==> src/rtl/chgpump_timer.sv <==
module chgpump_timer #(
  parameter int CNT_W = 13
) (
  input  logic             clk,
  input  logic             rst_n,
  input  logic             chg_active,
  input  logic [CNT_W-1:0] tmo_limit,
  input  logic             tmo_irq_en,
  input  logic             flag_clr,
  output logic [CNT_W-1:0] elapsed,
  output logic             tmo_flag,
  output logic             tmo_irq
);

  logic             chg_q;
  logic             run;
  logic [CNT_W-1:0] cnt;
  logic [CNT_W-1:0] cur;
  logic             rise, active, hit, stop;

  assign rise   = chg_active & ~chg_q;
  assign active = rise | (run & chg_active);
  assign cur    = rise ? '0 : cnt;
  assign hit    = active & (cur == tmo_limit);
  assign stop   = run & ~chg_active;

  always_ff @(posedge clk) begin
    if (!rst_n) begin
      chg_q    <= 1'b0;
      run      <= 1'b0;
      cnt      <= '0;
      elapsed  <= '0;
      tmo_flag <= 1'b0;
    end else begin
      chg_q <= chg_active;
      if (hit) begin
        elapsed <= cur;
        run     <= 1'b0;
      end else if (active) begin
        cnt <= cur + CNT_W'(1);
        run <= 1'b1;
      end else if (stop) begin
        elapsed <= cnt;
        run     <= 1'b0;
      end
      if (hit)
        tmo_flag <= 1'b1;
      else if (flag_clr)
        tmo_flag <= 1'b0;
    end
  end

  assign tmo_irq = tmo_flag & tmo_irq_en;


  timeout_capture_chk: assert property (@(posedge clk) disable iff (!rst_n)
    (run && chg_active && cnt == tmo_limit) |=> (tmo_flag && elapsed == $past(tmo_limit)));


  stop_capture_chk: assert property (@(posedge clk) disable iff (!rst_n)
    (run && !chg_active && !flag_clr) |=> (elapsed == $past(cnt) && $stable(tmo_flag)));


  elapsed_hold_chk: assert property (@(posedge clk) disable iff (!rst_n)
    (!run && !(chg_active && !chg_q)) |=> $stable(elapsed));


  restart_chk: assert property (@(posedge clk) disable iff (!rst_n)
    (chg_active && !chg_q) |=> (!run || cnt == CNT_W'(1)));


  flag_sticky_chk: assert property (@(posedge clk) disable iff (!rst_n)
    (tmo_flag && !flag_clr) |=> tmo_flag);


  irq_needs_flag_chk: assert property (@(posedge clk) disable iff (!rst_n)
    tmo_irq |-> (tmo_flag && tmo_irq_en));

endmodule

==> config.mk <==
export PLATFORM = sky130hd
export DESIGN_NAME = chgpump_timer
export DESIGN_NICKNAME = d
export VERILOG_FILES = /design/src/rtl/chgpump_timer.sv
export SDC_FILE = /design/constraint.sdc
export NUM_CORES = 1
export LEC_CHECK = 0
export BUFFER_PORTS_ARGS = -buffer_cell sky130_fd_sc_hd__buf_2
export CAP_MARGIN = 30
export CORE_MARGIN = 5
export CORE_UTILIZATION = 60
export CTS_CLUSTER_SIZE = 25
export DETAILED_ROUTE_END_ITERATION = 16
export GPL_TIMING_DRIVEN = 0
export PLACE_DENSITY = 0.94
export SYNTH_ARGS = -nofsm -noshare
export SYNTH_HDL_FRONTEND = slang
export SYNTH_SLANG_ARGS = --single-unit
==> constraint.sdc <==
create_clock -name clk -period 6 [get_ports clk]
set_input_delay 0.9 -clock clk [delete_from_list [all_inputs] [get_ports clk]]
set_output_delay 0.9 -clock clk [all_outputs]
set_load 0.05 [all_outputs]
Yosys cells after proc, flatten, opt, wreduce, memory -nomap -nowiden --
Index checks and enable logic that the tools add are counted.
Storage, ports and cells: output and inout bits 15, input port bits 18, bits in registers 29
Cells by class: bitwise gates (word level) 10, reductions and logical operators 6, eq/ne operators 2, add/subtract/negate cells 1, muxes and demuxes 8
Operators by type and width (count):
- two-way mux 13 bit | 4
- adder 13 x 1 -> 13 bit (second input constant) | 1
- == test 13 bit | 1
- nonzero test 2 bit | 3
- AND 1 bit | 5
- two-way mux 1 bit | 4
- NOT 1 bit | 4
- AND reduction 2 bit | 2
- inequality test 2 x 1 -> 1 bit (second input constant) | 1
- OR reduction 2 bit | 1
- OR 1 bit | 1

Logic depth before layout (Yosys ltp) --
Gate-level depths: netlist (run 1).
depth in word-level cells 7, depth in mapped cells 10, depth with buffers taken out 9

Worst setup path after synthesis (run 1) --
Ideal clock, no wire load.
path type input-to-reg, from input port chg_active, to register cnt[12], required time 5.880 ns, cell stages on the path 10, path buffers 1, setup time 0.120 ns, data arrival time 2.754 ns, slack 3.126 ns, path through or2b_1 > clkbuf_1 > and2_1 > ha_1 > nand3_1 > nor3_1 > nand4_1 > a21oi_1 > nor2_1 > o31a_1
On the way: longest elaborated chain between the ends 6
Ends and longest elaborated chain:
- start: declaration | line 6 | input logic chg_active,
- branches (longest 6 deep; another with adder 13 x 1 -> 13 bit)
- end signal: assignment | line 40 | cnt <= cur + CNT_W'(1);
- end: declaration | line 17 | logic [CNT_W-1:0] cnt;
Several ways; the timed one is not identified. A chain may end at the register's enable or synchronous reset.

Final worst setup path (run 1) --
Same ends and word-level chain as after synthesis.

==> results.rst, run 1 <==
.. list-table::
   :header-rows: 1

   * - Metric
     - Value
   * - Worst Path Required
     - 6.22 ns
   * - Average routed wire per standard cell
     - 15.9 um
   * - Seq cells post-synth
     - 29
   * - H-tree depth
     - 2
   * - Post-Route Hold Slack
     - 0.459 ns
   * - Footprint of the flip-flops and latches
     - 581 sq um
   * - I/O pins
     - 33
   * - Top area cells in the synthesized netlist
     - sky130_fd_sc_hd__dfxtp_1, sky130_fd_sc_hd__mux2i_1, sky130_fd_sc_hd__nand2_1
   * - Cell type of the slowest stage on the worst timing path
     - sky130_fd_sc_hd__nor3_1
   * - Number of flops mapped to enable cells by yosys
     - 0
   * - Overall routing resource usage
     - 25.2%
   * - Leakage component of the power
     - 0.817 nW
   * - Mean cell area of the mapped netlist
     - 8.14 sq um
   * - Setup crit end kind
     - register
   * - Mapped Nets
     - 263
   * - Count of hold buffers inserted by post-cts repair
     - 0
   * - Detailed-routing iteration count for the pre-antenna-repair pass
     - 5
   * - Count of antenna diodes in the layout
     - 0
   * - Post-synthesis to final-layout area growth
     - 15.1%
   * - Maximum clock path buffer count
     - 2
   * - Final Critical Period
     - 3.24 ns
   * - WP data arrival
     - 3.46 ns
   * - DRC violations left
     - 0
   * - Maximum fanout along the worst path
     - 10
   * - Cell count after synthesis
     - 244
   * - Final Wtd Congestion
     - 1.00
   * - Number of cells upsized or downsized after cts
     - 0
   * - Final Hold Vio Count
     - 0
   * - Category of the worst setup path launch point
     - input pin
   * - Total number of clock tree sinks
     - 29
   * - Clk_skew
     - 0.00630 ns
   * - Post-synth design cell area
     - 1990 sq um
   * - Slew HR
     - 60.0%
   * - Largest area contributor in the netlist
     - sky130_fd_sc_hd__dfxtp_1
   * - Cell area power density
     - 182 nW/um^2
   * - Maximum achievable frequency
     - 0.309 GHz
   * - Synth top area share
     - 29.2%
   * - Number of input and output port buffers inserted
     - 32
   * - Footprint of the multi-input gates
     - 1280 sq um
   * - Die Y-Extent
     - 67.5 um
   * - Worst skew pair latency
     - 0.33 ns
   * - CORE AREA
     - 3100 sq um
   * - Yosys warnings
     - 0
   * - Crit Path Category
     - in -> reg
   * - Number of setup buffers added after CTS
     - 0
   * - Total number of nets in the final design
     - 302
   * - Total Die Area
     - 4560 sq um
   * - Post-synthesis sequential area ratio
     - 29.2%
   * - Number of distinct library cells after synthesis
     - 46
   * - Antenna violations before repair
     - 0
   * - Number of buffers inserted during clock tree synthesis
     - 5
   * - Post-DP HPWL
     - 3800 um
   * - Layout filler cell count
     - 265
   * - Status
     - finished, final reports clean
   * - Wire length of the first global-routing pass
     - 8830 um
   * - TritonCTS clock tree
     - done
   * - Crit path buf inv count
     - 2
   * - Setup Total Neg Slack
     - 0 ns
   * - Total congestion overflow after global routing
     - 0
   * - Detailed-route wire length
     - 5210 um
   * - Post-detailed-route via-to-cell ratio
     - 6.37
   * - Type of the most critical hold path
     - reg -> reg
   * - Root Buffer Master
     - sky130_fd_sc_hd__clkbuf_4
   * - Via total after detailed routing
     - 2,089
   * - Antenna violation net count after detailed routing
     - 0
   * - Prevailing post-synth register cell
     - sky130_fd_sc_hd__dfxtp_1
   * - Reported max-cap violation count
     - 0
   * - Largest stage delay on the critical path
     - 0.50 ns
   * - Starting DRT DRC Count
     - 230
   * - Critical Path, Cell by Cell
     - buf_2 -> or2b_1 -> clkbuf_1 -> and2_1 -> ha_1 -> nand3_1 -> nor3_1 -> nand4_1 -> a21oi_1 -> nor2_1 -> o31a_1
   * - Highest ir drop seen on vdd
     - 183 uV
   * - Maximum number of pins on one net before global-route repair
     - 11
   * - Crit share post-route
     - 53.9%
   * - Setup Viol. Count Final
     - 0
   * - Final-report max-slew violation count
     - 0
   * - Unrepaired setup endpoints after global routing
     - false
   * - Clk pin slew, worst setup/hold paths
     - 0.09 ns
   * - Die Width
     - 67.5 um
   * - Initial core utilization
     - 64.0%
   * - Slew at the pin closest to its max-slew limit
     - 0.596 ns
   * - Row count
     - 20
   * - Via count of the first global-routing pass
     - 1,966
   * - Gate family responsible for the most delay along the worst path
     - simple AND/OR/NAND/NOR gates
   * - Share of layout cells above drive strength 1
     - 18.7%
   * - Async set or reset register ratio after synthesis
     - 0%
-- synth_stat cells, types with 3 or more instances --
cell / count
sky130_fd_sc_hd__a2bb2oi_1: 3
sky130_fd_sc_hd__a31oi_1: 10
sky130_fd_sc_hd__and2_1: 6
sky130_fd_sc_hd__and3_1: 6
sky130_fd_sc_hd__buf_2: 7
sky130_fd_sc_hd__clkbuf_1: 13
sky130_fd_sc_hd__dfxtp_1: 29
sky130_fd_sc_hd__inv_1: 3
sky130_fd_sc_hd__mux2i_1: 14
sky130_fd_sc_hd__nand2_1: 26
sky130_fd_sc_hd__nand3_1: 3
sky130_fd_sc_hd__nand3b_1: 4
sky130_fd_sc_hd__nand4_1: 6
sky130_fd_sc_hd__nor2_1: 18
sky130_fd_sc_hd__nor3_1: 12
sky130_fd_sc_hd__nor4bb_1: 6
sky130_fd_sc_hd__o211ai_1: 13
sky130_fd_sc_hd__o21a_1: 3
sky130_fd_sc_hd__o21ai_0: 8
sky130_fd_sc_hd__o21bai_1: 11
sky130_fd_sc_hd__o32ai_1: 3
sky130_fd_sc_hd__o32ai_2: 3
sky130_fd_sc_hd__xnor2_1: 7
-- sequential cells by signal, indices dropped and copies added (netlist names) --
signal / flops
elapsed: 13
run: 1
tmo_flag: 1
chg_q: 1
cnt: 13
-- worst paths after layout --
path              slack (ns)  cells after the start         end       start
setup reg to reg        3.16                     10     cnt[12]       chg_q
hold reg to reg         0.46                      2  elapsed[2]  elapsed[2]
setup / recovery        2.76                     11     cnt[12]  chg_active
hold / removal          0.46                      2  elapsed[2]  elapsed[2]
-- placed cells by master, fill, tap and decap left out, types with 2 or more instances in the layout --
| master | synthesis | final |
|---|---|---|
| sky130_fd_sc_hd__nor2b_1 | 2 | 2 |
| sky130_fd_sc_hd__nor2_1 | 18 | 18 |
| sky130_fd_sc_hd__o21a_1 | 3 | 3 |
| sky130_fd_sc_hd__mux2i_1 | 14 | 14 |
| sky130_fd_sc_hd__o32ai_1 | 3 | 3 |
| sky130_fd_sc_hd__buf_2 | 7 | 39 |
| sky130_fd_sc_hd__nand3b_1 | 4 | 4 |
| sky130_fd_sc_hd__a2bb2oi_1 | 3 | 3 |
| sky130_fd_sc_hd__clkbuf_4 | 0 | 5 |
| sky130_fd_sc_hd__inv_1 | 3 | 3 |
| sky130_fd_sc_hd__xnor2_1 | 7 | 7 |
| sky130_fd_sc_hd__nand2b_1 | 2 | 2 |
| sky130_fd_sc_hd__and3_1 | 6 | 6 |
| sky130_fd_sc_hd__o32ai_2 | 3 | 3 |
| sky130_fd_sc_hd__and2_1 | 6 | 6 |
| sky130_fd_sc_hd__nor4b_1 | 2 | 2 |
| sky130_fd_sc_hd__nor4_1 | 2 | 2 |
| sky130_fd_sc_hd__o21ai_0 | 8 | 8 |
| sky130_fd_sc_hd__nor3_1 | 12 | 12 |
| sky130_fd_sc_hd__clkbuf_1 | 13 | 14 |
| sky130_fd_sc_hd__and4b_1 | 2 | 2 |
| sky130_fd_sc_hd__a31oi_1 | 10 | 10 |
| sky130_fd_sc_hd__nand2_1 | 26 | 26 |
| sky130_fd_sc_hd__o21ai_1 | 2 | 2 |
| sky130_fd_sc_hd__o211ai_1 | 13 | 13 |
| sky130_fd_sc_hd__nor4bb_1 | 6 | 6 |
| sky130_fd_sc_hd__o21bai_1 | 11 | 11 |
| sky130_fd_sc_hd__dfxtp_1 | 29 | 29 |
| sky130_fd_sc_hd__nand4_1 | 6 | 6 |
| sky130_fd_sc_hd__o2bb2ai_1 | 2 | 2 |
| sky130_fd_sc_hd__nand3_1 | 3 | 3 |
-- cell type report --
class,instances,area share (%)
plain buffers,23,4.98
clock buffers,7,2.41
clock inverters,1,1.31
inverters,3,0.492
multi-input cells,189,56.0
flip-flops and latches,29,25.4
well taps,44,2.41
repair buffers,32,7.00
-- routing by layer --
metal | GRT usage (%) | share of wire (%) | wire length [um]
met3 | 6.49 | 10 | 543
met2 | 40.1 | 46 | 2410
met1 | 31.8 | 41 | 2130
met4 | 11.4 | 2.4 | 123
met5 | 0 | 0 | 0
-- where the power goes --
part	internal, W	switching [W]	total [W]
registers	0.000194	0.00000250	0.000197
clock network	0.0000994	0.0000696	0.000169
logic	0.0000200	0.0000303	0.0000503
-- worst register-to-register path: cells and delay by family, from the launching register on --
kind / cells / cell delay (ns)
and+or+nand+nor: 6 / 1.32
AOI/OAI and AO/OA: 2 / 0.47
DFF: 1 / 0.36
adders and majority gates: 1 / 0.20
buffers and inverters: 1 / 0.38
-- metrics by stage --
stage          cells  instance area [sq um]  setup WS (ns)  total power [W]  utilization, %
2_1_floorplan    244                   1990           3.13         0.000233               -
6_report         328                   2290           2.76         0.000416            73.7
3_5_place_dp     320                   2200           2.54         0.000250            71.0
5_1_grt          328                   2290           2.56         0.000430            73.7
4_1_cts          328                   2290           2.89         0.000416            73.7
3_3_place_gp     320                   2200           2.56         0.000249            71.0
-- cell families (layout without fill, tap and decap cells) --
group / count (synthesis) / after routing / share of synthesized area (%)
buffers and inverters: 26 / 66 / 6.30
adder cells (fa/ha/maj): 1 / 1 / 0.630
AO/OA/AOI/OAI: 65 / 65 / 25.6
flip-flops: 29 / 29 / 29.2
multiplexers: 14 / 14 / 7.05
AND/OR/NAND/NOR: 102 / 102 / 28.1
XOR/XNOR: 7 / 7 / 3.09
(Power assumes the default switching activity.)
==> run 2: changes to the inputs <==
--- a/config.mk
+++ b/config.mk
@@ -8,11 +8,11 @@
 export BUFFER_PORTS_ARGS = -buffer_cell sky130_fd_sc_hd__buf_2
 export CAP_MARGIN = 30
 export CORE_MARGIN = 5
-export CORE_UTILIZATION = 60
+export CORE_UTILIZATION = 56
 export CTS_CLUSTER_SIZE = 25
 export DETAILED_ROUTE_END_ITERATION = 16
 export GPL_TIMING_DRIVEN = 0
-export PLACE_DENSITY = 0.94
+export PLACE_DENSITY = 0.89
 export SYNTH_ARGS = -nofsm -noshare
 export SYNTH_HDL_FRONTEND = slang
 export SYNTH_SLANG_ARGS = --single-unit
==> constraint.sdc (replaced) <==
create_clock -name clk -period 3 [get_ports clk]
set_input_delay 0.45 -clock clk [delete_from_list [all_inputs] [get_ports clk]]
set_output_delay 0.45 -clock clk [all_outputs]
set_load 0.05 [all_outputs]
==> run 2 against run 1 <==
Total power grew 87%. Critical endpoint unchanged. Non-clock buffer count unchanged. Largest cell class unchanged. Sequential share of layout area rose by 0.084 points. First-iteration DRC count up 27%. Count of clock-buffer cells in the layout did not move. Largest power group unchanged. Die area increased by 6.1%.
==> results.rst, run 2 (synthesized netlist as in run 1, its figures left out) <==
.. list-table::
   :header-rows: 1

   * - Metric
     - Value
   * - CP startpoint
     - chg_q
   * - Unrepaired setup endpoints after global routing
     - false
   * - Cell type of the slowest stage on the worst timing path
     - sky130_fd_sc_hd__clkbuf_1
   * - Tot Pwr
     - 0.000777 W
   * - Final Wtd Congestion
     - 0.961
   * - Total number of clock tree sinks
     - 29
   * - Slew at the pin closest to its max-slew limit
     - 0.539 ns
   * - Setup crit end kind
     - register
   * - Via count of the first global-routing pass
     - 1,934
   * - Part of the total power dissipated in combinational logic
     - 13.0%
   * - CORE AREA
     - 3390 sq um
   * - Row count
     - 21
   * - Total congestion overflow after global routing
     - 0
   * - I/O pins
     - 33
   * - Starting DRT DRC Count
     - 293
   * - Final standard cell area without fillers
     - 2280 sq um
   * - Final Hold Vio Count
     - 0
   * - Final-report max-slew violation count
     - 0
   * - Net Sw Power
     - 0.000212 W
   * - Number of buffers inserted during clock tree synthesis
     - 5
   * - Sw frac
     - 27.3%
   * - Post-DP HPWL
     - 3880 um
   * - Post-detailed-route via-to-cell ratio
     - 6.27
   * - Average routed wire per standard cell
     - 16.2 um
   * - Detailed-route wire length
     - 5350 um
   * - Detailed-routing iteration count for the pre-antenna-repair pass
     - 5
   * - Worst Reg2Reg Path Length in Cells
     - 10
   * - Die Y-Extent
     - 69.6 um
   * - Biggest regs
     - cnt (13), elapsed (13)
   * - Leading cell types in the layout, fill and taps excluded
     - sky130_fd_sc_hd__buf_2, sky130_fd_sc_hd__dfxtp_1, sky130_fd_sc_hd__nand2_1, sky130_fd_sc_hd__nor2_1, sky130_fd_sc_hd__mux2i_1
   * - Sequential share of power
     - 50.7%
   * - Die Width
     - 69.6 um
   * - H-tree depth
     - 2
   * - Leakage component of the power
     - 0.813 nW
   * - Cell area power density
     - 341 nW/um^2
   * - Reported max-cap violation count
     - 0
   * - Final Critical Period
     - 2.72 ns
   * - Worst skew pair latency
     - 0.34 ns
   * - Category of the worst setup path launch point
     - register
   * - Largest stage delay on the critical path
     - 0.41 ns
   * - WP data arrival
     - 2.95 ns
   * - Slew HR
     - 63.8%
   * - Maximum achievable frequency
     - 0.368 GHz
   * - Antenna violation net count after detailed routing
     - 0
   * - Post-synthesis to final-layout area growth
     - 14.7%
   * - Maximum number of pins on one net before global-route repair
     - 11
   * - Worst Path Required
     - 3.23 ns
   * - Fraction of power consumed by the clock network
     - 36.2%
   * - Critical Path, Cell by Cell
     - or2b_1 -> clkbuf_1 -> and2_1 -> ha_1 -> nand3_1 -> nor3_2 -> nand4_1 -> a21oi_1 -> nor2_1 -> o31a_1
   * - Crit share post-route
     - 90.6%
   * - Leading cell type in the layout, fill and taps excluded
     - sky130_fd_sc_hd__buf_2
   * - Critical R2R Capture
     - cnt[12]
   * - Final Worst Setup Slack
     - 0.281 ns
   * - Minimum setup slack after placement
     - -0.0354 ns
   * - Clk pin slew, worst setup/hold paths
     - 0.09 ns
   * - Maximum fanout along the worst path
     - 10
   * - Flop2flop setup slack
     - 0.28 ns
   * - Highest ir drop seen on vdd
     - 349 uV
   * - Initial core utilization
     - 58.6%
   * - Total number of nets in the final design
     - 302
   * - FF-to-FF Start
     - chg_q
   * - Antenna violations before repair
     - 0
   * - Total cell area at the placement stage
     - 2200 sq um
   * - Wire length of the first global-routing pass
     - 8960 um
   * - End point of the critical path
     - cnt[12]
   * - TritonCTS clock tree
     - done
   * - Hold Crit Depth
     - 2
   * - Clk_skew
     - 0.0141 ns
   * - Maximum clock path buffer count
     - 2
   * - Total Die Area
     - 4840 sq um
   * - DRC violations left
     - 0
   * - Share of layout cells above drive strength 1
     - 19.4%
   * - Cell Int Power
     - 0.000564 W
   * - Count of hold buffers inserted by post-cts repair
     - 0
   * - Overall routing resource usage
     - 22.4%
   * - Setup Viol. Count Final
     - 0
   * - Count of antenna diodes in the layout
     - 0
   * - Root Buffer Master
     - sky130_fd_sc_hd__clkbuf_4
   * - Via total after detailed routing
     - 2,068
   * - Type of the most critical hold path
     - in -> reg
   * - Crit Path Category
     - reg -> reg
   * - Number of input and output port buffers inserted
     - 32
   * - Post-Route Hold Slack
     - 0.411 ns
   * - Status
     - finished, final reports clean
## run 2: timing repair
action                     in CTS  in global routing
gates resized for setup         0                  1
setup endpoints to repair       0                  1
setup buffers                   0                  0
hold endpoints to repair        0                  0
## run 2: layout make-up
cell class / instances / area, sq um
Timing Repair Buffer: 32 / 160
Clock inverter: 1 / 5.00
Inverter: 3 / 11.3
Buffer: 23 / 114
Multi-Input combinational cell: 189 / 1290
Sequential cell: 29 / 581
Clock buffer: 7 / 65.1
Tap cell: 46 / 57.6
Fill cell: 286 / 1110
## run 2: critical path: cells and delay by family (launching register included)
| kind | cells | cell delay [ns] |
|---|---|---|
| AO/OA/AOI/OAI | 2 | 0.47 |
| adder cells (fa/ha/maj) | 1 | 0.20 |
| buffers and inverters | 1 | 0.41 |
| flip-flops | 1 | 0.37 |
| AND/OR/NAND/NOR | 6 | 1.17 |
## run 2: stage by stage
| stage | setup TNS (ns) | cells | util (%) |
|---|---|---|---|
| finish | 0 | 330 | 67.3 |
| global route | 0 | 330 | 67.3 |
| CTS | 0 | 330 | 67.1 |
| detailed placement | -0.0354 | 322 | 65.0 |
| floorplan | 0 | 244 | - |
| global placement | 0 | 322 | 65.0 |
## run 2: worst min path at each step
stage                     from          to
global route        chg_active       chg_q
global placement    elapsed[5]  elapsed[5]
floorplan               cnt[1]      cnt[1]
CTS                 chg_active       chg_q
finish              chg_active       chg_q
detailed placement  elapsed[6]  elapsed[6]
## run 2: layer usage
layer	wire, um	up-vias	track usage [%]	part of all wire [%]
met5	0	-	0	0
met4	87	0	6.29	1.6
li1	-	990	-	-
met2	2540	120	36.8	47
met3	409	14	5.94	7.7
met1	2310	944	28.8	43
## run 2: power groups by stage
| stage | Clock, W | Sequential, W | Combinational [W] |
|---|---|---|---|
| floorplan | 0 | 0.000402 | 0.0000641 |
| global placement | 0 | 0.000402 | 0.0000966 |
| detailed placement | 0 | 0.000402 | 0.0000988 |
| CTS | 0.000284 | 0.000394 | 0.0000992 |
| global route | 0.000303 | 0.000394 | 0.000110 |
| finish | 0.000281 | 0.000394 | 0.000101 |
